File: config.mk
export PLATFORM = sky130hd
export DESIGN_NAME = dma_guard
export DESIGN_NICKNAME = d
export VERILOG_FILES = /design/src/rtl/dma_guard.sv
export SDC_FILE = /design/constraint.sdc
export NUM_CORES = 1
export LEC_CHECK = 0
export ABC_AREA = 1
export BUFFER_PORTS_ARGS = -buffer_cell sky130_fd_sc_hd__clkbuf_2
export CAP_MARGIN = 20
export CORE_MARGIN = 2
export CORE_UTILIZATION = 30
export DETAILED_ROUTE_END_ITERATION = 8
export PLACE_DENSITY = 0.57
export SLEW_MARGIN = 25
export SYNTH_ARGS = -nofsm -noshare
export SYNTH_HDL_FRONTEND = slang
export SYNTH_SLANG_ARGS = --single-unit
File: constraint.sdc
create_clock -name clk -period 2.6 [get_ports clk]
set_input_delay 0.26 -clock clk [delete_from_list [all_inputs] [get_ports clk]]
set_output_delay 0.26 -clock clk [all_outputs]
set_load 0.005 [all_outputs]
File: src/rtl/dma_guard.sv
module dma_guard #(
  parameter int AW = 8,
  parameter int DW = 16,
  parameter int LW = 6
) (
  input  logic          clk,
  input  logic          rst_n,
  input  logic          ctl_wr,
  input  logic [AW-1:0] ctl_src,
  input  logic [AW-1:0] ctl_dst,
  input  logic [LW-1:0] ctl_len,
  input  logic          ctl_dir,
  input  logic          sts_clr,
  input  logic [AW-1:0] prot_addr,
  input  logic [7:0]    prot_cfg,
  output logic          mem_req,
  output logic          mem_we,
  output logic [AW-1:0] mem_addr,
  output logic [DW-1:0] mem_wdata,
  input  logic [DW-1:0] mem_rdata,
  output logic          busy_o,
  output logic          done_o,
  output logic          fault_o
);
  typedef enum logic [2:0] {S_IDLE, S_LOAD, S_STORE, S_DONE, S_ABORT} st_t;

  st_t           st;
  logic [AW-1:0] src_q, dst_q, pa_q;
  logic [LW-1:0] rem_q;
  logic          dir_q;
  logic [7:0]    cfg_q;
  logic [AW-1:0] care;
  logic          napot, rd_ok, wr_ok;

  always_comb begin
    logic ones;
    ones = 1'b1;
    for (int i = 0; i < AW; i++) begin
      care[i] = ~ones;
      ones    = ones & pa_q[i];
    end
  end

  assign napot = (cfg_q[4:3] == 2'b11);
  assign rd_ok = napot && cfg_q[0] && (((src_q ^ pa_q) & care) == '0);
  assign wr_ok = napot && cfg_q[1] && (((dst_q ^ pa_q) & care) == '0);

  assign mem_req   = (st == S_LOAD && rd_ok) || (st == S_STORE && wr_ok);
  assign mem_we    = (st == S_STORE) && wr_ok;
  assign mem_addr  = (st == S_STORE) ? dst_q : src_q;
  assign mem_wdata = mem_rdata;
  assign busy_o    = (st == S_LOAD) || (st == S_STORE);
  assign done_o    = (st == S_DONE);
  assign fault_o   = (st == S_ABORT);

  always_ff @(posedge clk or negedge rst_n) begin
    if (!rst_n) begin
      st    <= S_IDLE;
      src_q <= '0;
      dst_q <= '0;
      rem_q <= '0;
      dir_q <= 1'b0;
      pa_q  <= '0;
      cfg_q <= '0;
    end else begin
      case (st)
        S_IDLE: if (ctl_wr) begin
          src_q <= ctl_src;
          dst_q <= ctl_dst;
          rem_q <= ctl_len;
          dir_q <= ctl_dir;
          pa_q  <= prot_addr;
          cfg_q <= prot_cfg;
          st    <= (ctl_len == '0) ? S_DONE : S_LOAD;
        end
        S_LOAD:  st <= rd_ok ? S_STORE : S_ABORT;
        S_STORE: if (!wr_ok) st <= S_ABORT;
        else begin
          src_q <= dir_q ? src_q - 1'b1 : src_q + 1'b1;
          dst_q <= dir_q ? dst_q - 1'b1 : dst_q + 1'b1;
          rem_q <= rem_q - 1'b1;
          st    <= (rem_q == LW'(1)) ? S_DONE : S_LOAD;
        end
        S_DONE, S_ABORT: if (sts_clr) st <= S_IDLE;
        default: st <= S_ABORT;
      endcase
    end
  end
endmodule

==> results of run 1 <==
per-layer routing:
layer  share of wire  global-route usage
met5               0                   0
met1            0.49               0.196
met4          0.0079              0.0286
met3           0.044              0.0235
met2            0.46               0.231
layout make-up:
type	count	area (um2)	share of cell area
Timing Repair Buffer	54	278	0.0816
Clock buffer	7	76.3	0.0224
Sequential cell	38	951	0.279
Tap cell	133	166	0.0489
Inverter	42	158	0.0463
Multi-Input combinational cell	318	1780	0.521
layout by cell type (no fill, tap or decap), drive strengths merged:
cell,synthesis,routed
nand2,126,126
a21boi,2,2
o21bai,2,2
a21o,2,2
ha,14,14
a31oi,1,1
o21a,3,3
a21oi,20,20
fa,2,2
o31ai,2,2
xor2,10,10
o2111ai,1,1
nand3,41,41
nand4,4,4
o21ai,39,39
clkbuf,5,57
mux2,7,7
nand3b,1,1
nor4,1,1
dfrtp,38,38
and2,2,2
buf,23,4
xnor2,4,4
or2,4,4
inv,42,42
nor2,30,30
flip-flops by register name, indices dropped and copies added (netlist names):
register and count:
st 3, pa_q 8, rem_q 6, cfg_q 4, dst_q 8, src_q 8, dir_q 1
kinds of logic after synthesis:
logic type                 Yosys count
and+or+nand+nor                    209
AOI/OAI and AO/OA                   72
buffers and inverters               70
DFF                                 38
adders and majority gates           16
xor gates and xnor gates            14
muxes                                7
worst paths after layout:
path                                         to  slack, ps  cells after the start
setup / recovery                    mem_addr[2]        490                      7
hold / removal             dst_q[1]$_DFFE_PN0P_        100                      1
setup reg to reg           rem_q[2]$_DFFE_PN0P_        560                     11
hold reg to reg            cfg_q[1]$_DFFE_PN0P_        520                      1
max in group asynchronous   pa_q[7]$_DFFE_PN0P_       1940                      1
min in group clk           cfg_q[4]$_DFFE_PN0P_        200                      2
per-stage QoR:
| stage | cells | cell area (um2) | hold WS (ps) | utilization | worst slack, ps |
|---|---|---|---|---|---|
| floorplan | 426 | 3080 | -35.6 | - | 681 |
| global placement | 585 | 3330 | 483 | 0.337 | 598 |
| detailed placement | 585 | 3330 | 480 | 0.337 | 544 |
| CTS | 592 | 3400 | 167 | 0.345 | 474 |
| global route | 592 | 3400 | 168 | 0.345 | 291 |
| finish | 592 | 3400 | 104 | 0.345 | 486 |
report_power, final:
part / switching (mW) / internal (mW) / leakage [nW]
Sequential: 0.360 / 0.879 / 0.457
Combinational: 1.51 / 1.05 / 1.30
Clock: 0.202 / 0.185 / 0.0383
Total: 2.07 / 2.12 / 1.80
critical path: cells and delay by family (launching register included):
family | cells | cell delay [ps]
AND/OR/NAND/NOR | 4 | 370
flip-flops | 1 | 400
buffers and inverters | 3 | 790
==> results by group, run 1 <==
Outcome
  – Outcome: completed

STA
  – Setup Skew: about 6.3 ps
  – Max Slew Vio Count: 0
  – TNS Setup: 0 ps
  – Tmin final: 2110 ps
  – Worst slew pin tran: between 900 and 1000 ps
  – RSZ-0062 raised after global routing: no
  – Hold Fails Final Rpt: 0
  – Setup violators final: 0
  – Final worst path period share: 0.813
  – Relative slew margins: 0.400
  – F_max: roughly 0.47 GHz

Setup path
  – Crit-path cells: nor2_1 > nand2_1 > inv_1 > buf_4 > nand2_1 > nand2_1 > clkbuf_2
  – Critical path type: reg -> out
  – R2R Path Start: pa_q[1]$_DFFE_PN0P_
  – Crit path DAT: 1850 ps
  – Type of origin of the critical path: flop
  – Worst setup path start: st[2]$_DFFE_PN0P_
  – Critical path required time: 2340 ps
  – Crit path largest cell delay: ~400 ps
  – Critical path's slowest cell: dfrtp_1
  – Most frequent CP cell: nand2_1
  – Worst setup EP type: output pin
  – Crit Path Max Fanout: 17

Floorplanning
  – Num rows: 36
  – Core Area: between 9000 and 10000 um2
  – Initial Util: 0.312
  – Num ports: between 80 and 90
  – Die W: ~110 um
  – Die Y: between 100 and 150 um
  – Die ar.: about 11000 um2

Cells and area
  – Ant diodes: 0
  – Layout net count: between 500 and 600
  – Fillcell total: 1083
  – Share of cells above drive strength 1: 0.209
  – Area added between synthesis and finish: 10.6%

Power
  – Leakage power: roughly 1.8 nW
  – PD cells: ~1200 nW/um2
  – Final Total Pwr: about 4.2 mW
  – Worst vdd ir: between 0.4 and 0.5 mV

Place
  – PortBufs: around 50
  – GPL Wtd Cong: 0.820
  – DP Wirelength: between 5 and 6 mm

Min path
  – Hold WC Path Type: in -> async

Synth
  – Most frequent cells after synthesis: nand2_1 (116), inv_1 (41), nand3_1 (40), dfrtp_1 (38), nor2_1 (29)
  – Mapped Nets: roughly 500
  – Flops & latches, synth: 38
  – Fraction of synthesized area in multiplexers: 0.0256
  – Mapped Area: just over 3000 um2
  – Post-synthesis compound-gate area fraction: 0.142
  – Synth Area in XOR/XNOR: 0.0398
  – Syn avg cell area: roughly 7.2 um2
  – Ys async rst share: 1.00
  – Sequential-to-total area share from yosys stat: 0.309
  – Cells taking the most area after synthesis: dfrtp_1 (31%), nand2_1 (14%), nand3_1 (6.5%), ha_1 (5.7%), inv_1 (5.0%)
  – Synth top area share: 0.309
  – Top-count cell post-synth: nand2_1
  – Simple-Gate Fraction of Synth Area: 0.299
  – Post-synth EDFFs: 0
  – Commonest register cell after synthesis: dfrtp_1
  – Synth cell types: 36
  – Area leader, netlist: dfrtp_1
  – Largest family of logic cells by synthesized area: simple AND/OR/NAND/NOR gates
  – YS warnings: 0
  – Gate Count Post-Synth: 426
  – Post-synthesis adder-cell area fraction: 0.0699

Global routing
  – Number of global-route vias before repair: approximately 2700
  – Initial antenna violation count: 0
  – GR Overflow Total: 0
  – Global-route wire length before repair: 12.9 mm
  – Gr usage total: 0.141
  – Largest net degree at the start of global routing: 39

Routing
  – Post-DRT Antenna Nets: 0
  – Avg WL per Cell: ~13 um
  – Starting DRC count in detailed routing: between 100 and 150
  – Via density: 4.64
  – Routed WL: 7.45 mm
  – DR pass1 iterations: 4
  – DR vias: 2744
  – DRC Markers: 0

CTS
  – H-tree depth: 2
  – Post_cts resized: 0
  – # Post-CTS Setup Buffers: 0
  – Clock Pin Slew Worst Setup and Hold Paths: around 70 ps
  – Cts bufs inserted: 5
  – CTS Hold Bufs: 0
  – Clk_lat worst skew: around 280 ps
  – CTS Sinks: 38
  – CTS root buf: clkbuf_8
  – CTS tree: done
  – Max clock buf depth: 2

Run
  – Max cap viols: 0
No activity file was read; power rests on OpenSTA's default activity.
==> inputs of run 2 (changes only) <==
Settings changed: ABC_AREA 1 to 0.
Clock period 2.6 ns to 2.1 ns, I/O delays scaled along.
==> results by group, run 2 <==
Setup path
  – R2R Path Start: dst_q[7]$_DFFE_PN0P_ (was pa_q[1]$_DFFE_PN0P_)
  – Critical path type: reg -> reg (was reg -> out)
  – Critical path required time: 2290 ps (was 2340 ps)
  – Crit path DAT: 2430 ps (was 1850 ps)
  – Worst setup EP type: flop (was output pin)
  – Type of origin of the critical path: flop (unchanged)
  – Worst setup path start: dst_q[7]$_DFFE_PN0P_ (was st[2]$_DFFE_PN0P_)
  – Crit Path Max Fanout: 7 (was 17)

Floorplanning
  – Num rows: 36 (unchanged)
  – Initial Util: 0.305 (was 0.312)
  – Num ports: 88 (unchanged)
  – Core Area: 9640 um2 (was 9860 um2)
  – Die W: 103 um (was 105 um)
  – Die Y: 103 um (was 105 um)
  – Die ar.: 10600 um2 (was 11100 um2)

Cells and area
  – Most common cell after layout, fill and taps aside: buf_4 (was nand2_1)
  – Ant diodes: 0 (unchanged)
  – Multi-input gate area: 1980 um2 (was 1780 um2)
  – Fin util: 0.430 (was 0.345)
  – Fillcell total: 975 (was 1083)
  – Largest regs: dst_q (8), pa_q (8), src_q (8) (unchanged)
  – Register area: 955 um2 (was 951 um2)
  – Layout net count: 517 (was 534)
  – Commonest cells after routing, fill and taps aside: buf_4 (58), nand2_1 (56), clkbuf_2 (50) (was nand2_1 (116), clkbuf_2 (50), inv_1 (41))
  – Share of cells above drive strength 1: 0.402 (was 0.209)
  – Area added between synthesis and finish: 41.3% (was 10.6%)

Routing
  – Avg WL per Cell: 15.6 um (was 12.6 um)
  – DR pass1 iterations: 4 (unchanged)
  – Post-DRT Antenna Nets: 0 (unchanged)
  – Via density: 4.93 (was 4.64)
  – Routed WL: 8.98 mm (was 7.45 mm)
  – DRC Markers: 0 (unchanged)
  – Starting DRC count in detailed routing: 138 (was 103)
  – DR vias: 2837 (was 2744)

CTS
  – CTS tree: done (unchanged)
  – Clk_lat worst skew: 300 ps (was 280 ps)
  – H-tree depth: 2 (unchanged)
  – Clock Pin Slew Worst Setup and Hold Paths: 80 ps (was 70 ps)
  – CTS root buf: clkbuf_8 (unchanged)
  – Cts bufs inserted: 5 (unchanged)
  – CTS Sinks: 38 (unchanged)
  – Max clock buf depth: 2 (unchanged)

Synth
  – Flops & latches, synth: 38 (unchanged)
  – Ys async rst share: 1.00 (unchanged)
  – Post-synth EDFFs: 0 (unchanged)
  – Synth top area share: 0.324 (was 0.309)
  – Sequential-to-total area share from yosys stat: 0.324 (was 0.309)
  – Syn avg cell area: 8.48 um2 (was 7.23 um2)
  – Commonest register cell after synthesis: dfrtp_1 (unchanged)
  – Gate Count Post-Synth: 346 (was 426)
  – Mapped Area: 2940 um2 (was 3080 um2)
  – Synth cell types: 49 (was 36)
  – Most frequent cells after synthesis: nand2_1 (57), dfrtp_1 (38), nor2_1 (27), o21ai_0 (23), inv_1 (20) (was nand2_1 (116), inv_1 (41), nand3_1 (40), dfrtp_1 (38), nor2_1 (29))
  – YS warnings: 0 (unchanged)
  – Mapped Nets: 421 (was 501)
  – Cells taking the most area after synthesis: dfrtp_1 (32%), nand2_1 (7.3%), ha_1 (6.0%), xor2_1 (5.4%), mux2_2 (4.2%) (was dfrtp_1 (31%), nand2_1 (14%), nand3_1 (6.5%), ha_1 (5.7%), inv_1 (5.0%))
  – Top-count cell post-synth: nand2_1 (unchanged)
  – Area leader, netlist: dfrtp_1 (unchanged)

Min path
  – Hold WC Path Type: in -> reg (was in -> async)
  – Hold_sp: prot_addr[3]

Power
  – Worst vdd ir: 0.517 mV (was 0.430 mV)
  – PD cells: 1550 nW/um2 (was 1230 nW/um2)
  – Leakage power: 1.92 nW (was 1.80 nW)

STA
  – Worst slew pin tran: 543 ps (was 901 ps)
  – Setup Skew: 4.85 ps (was 6.28 ps)
  – Tmin final: ~2200 ps
  – RSZ-0062 raised after global routing: yes (was no)
  – Final worst path period share: 1.07
  – Max Slew Vio Count: 0 (unchanged)
  – Setup violators final: 14 (was 0)
  – F_max: 0.446 GHz
  – Relative slew margins: 0.638 (was 0.400)
  – Hold Fails Final Rpt: 0 (unchanged)
  – TNS Setup: -1460 ps (was 0 ps)
  – PnR worst setup slack: -140 ps (was 486 ps)

Outcome
  – Violated checks: setup timing
  – Outcome: finished, violations left (was completed)

Global routing
  – Largest net degree at the start of global routing: 39 (unchanged)
  – GR Overflow Total: 0 (unchanged)
  – Gr usage total: 0.169 (was 0.141)
  – Global-route wire length before repair: 13.9 mm (was 12.9 mm)
  – Initial antenna violation count: 0 (unchanged)
  – Number of global-route vias before repair: 2919 (was 2705)

Place
  – DP Wirelength: 6.04 mm (was 5.63 mm)
  – GPL Wtd Cong: 0.851 (was 0.820)
  – PortBufs: 51 (unchanged)

Run
  – Max cap viols: 0 (unchanged)
[run 2: timing repair]
action,in CTS,in global routing
resized for setup,21,31
endpoints found under the hold margin,34,0
pin swaps,8,19
endpoints found under the setup margin,12,26
hold buffers,1,0
gates cloned,1,2
setup buffers,9,13
[run 2: critical path, stage by stage, from the launching register on]
cell and delay [ps]:
dfrtp_1 410, xor2_2 280, a2111oi_4 120, a21o_1 180, buf_4 130, and4_2 270
a21oi_4 240, buf_12 170, mux2_2 330
[run 2: per-layer routing]
metal	global-route usage	vias to the layer above	wire length, um
li1	-	1391	-
met5	0	-	0
met4	0.0628	0	259
met1	0.212	1361	3950
met3	0.0325	21	351
met2	0.288	64	4410
[run 2: final cells by class]
class,count,share of cell area
Clock inverter,1,0.00121
Timing Repair Buffer,119,0.211
Clock buffer,7,0.0208
Sequential cell,38,0.230
Inverter,20,0.0190
Tap cell,133,0.0401
Multi-Input combinational cell,258,0.478
[run 2: cell families (layout without fill, tap and decap cells)]
kind of cell,after synthesis,in the layout,share of synthesized area
and+or+nand+nor,119,119,0.182
muxes,21,21,0.0814
buffers and inverters,50,147,0.0899
xor gates and xnor gates,21,21,0.0627
AOI/OAI and AO/OA,81,81,0.186
DFF,38,38,0.324
adders and majority gates,16,16,0.0733
[run 2: path summary, 6_finish.rpt]
kind,depth (start not counted),slack [ps],end
setup / recovery,8,-140,dst_q[2]$_DFFE_PN0P_
hold / removal,3,90,pa_q[3]$_DFFE_PN0P_
setup reg to reg,8,-140,dst_q[2]$_DFFE_PN0P_
hold reg to reg,2,480,cfg_q[1]$_DFFE_PN0P_
max in group asynchronous,3,1190,dir_q$_DFFE_PN0P_
min in group asynchronous,3,510,rem_q[2]$_DFFE_PN0P_
[run 2: report_power, final]
group / internal (mW) / leakage [nW] / switching [mW]
logic: 2.28 / 1.42 / 2.08
clock network: 0.266 / 0.0482 / 0.292
registers: 1.08 / 0.452 / 0.417
[run 2: metrics by stage]
| stage | total power, mW | hold WS [ps] | instances | setup slack (ps) | area, um2 |
|---|---|---|---|---|---|
| 2_1_floorplan | 3.56 | -85.6 | 346 | 26.4 | 2940 |
| 3_3_place_gp | 4.86 | 315 | 544 | -105 | 3520 |
| 3_5_place_dp | 4.94 | 316 | 544 | -118 | 3520 |
| 4_1_cts | 5.75 | 96.7 | 563 | -103 | 3820 |
| 5_1_grt | 6.98 | 108 | 576 | -214 | 4150 |
| 6_report | 6.41 | 91.7 | 576 | -140 | 4150 |
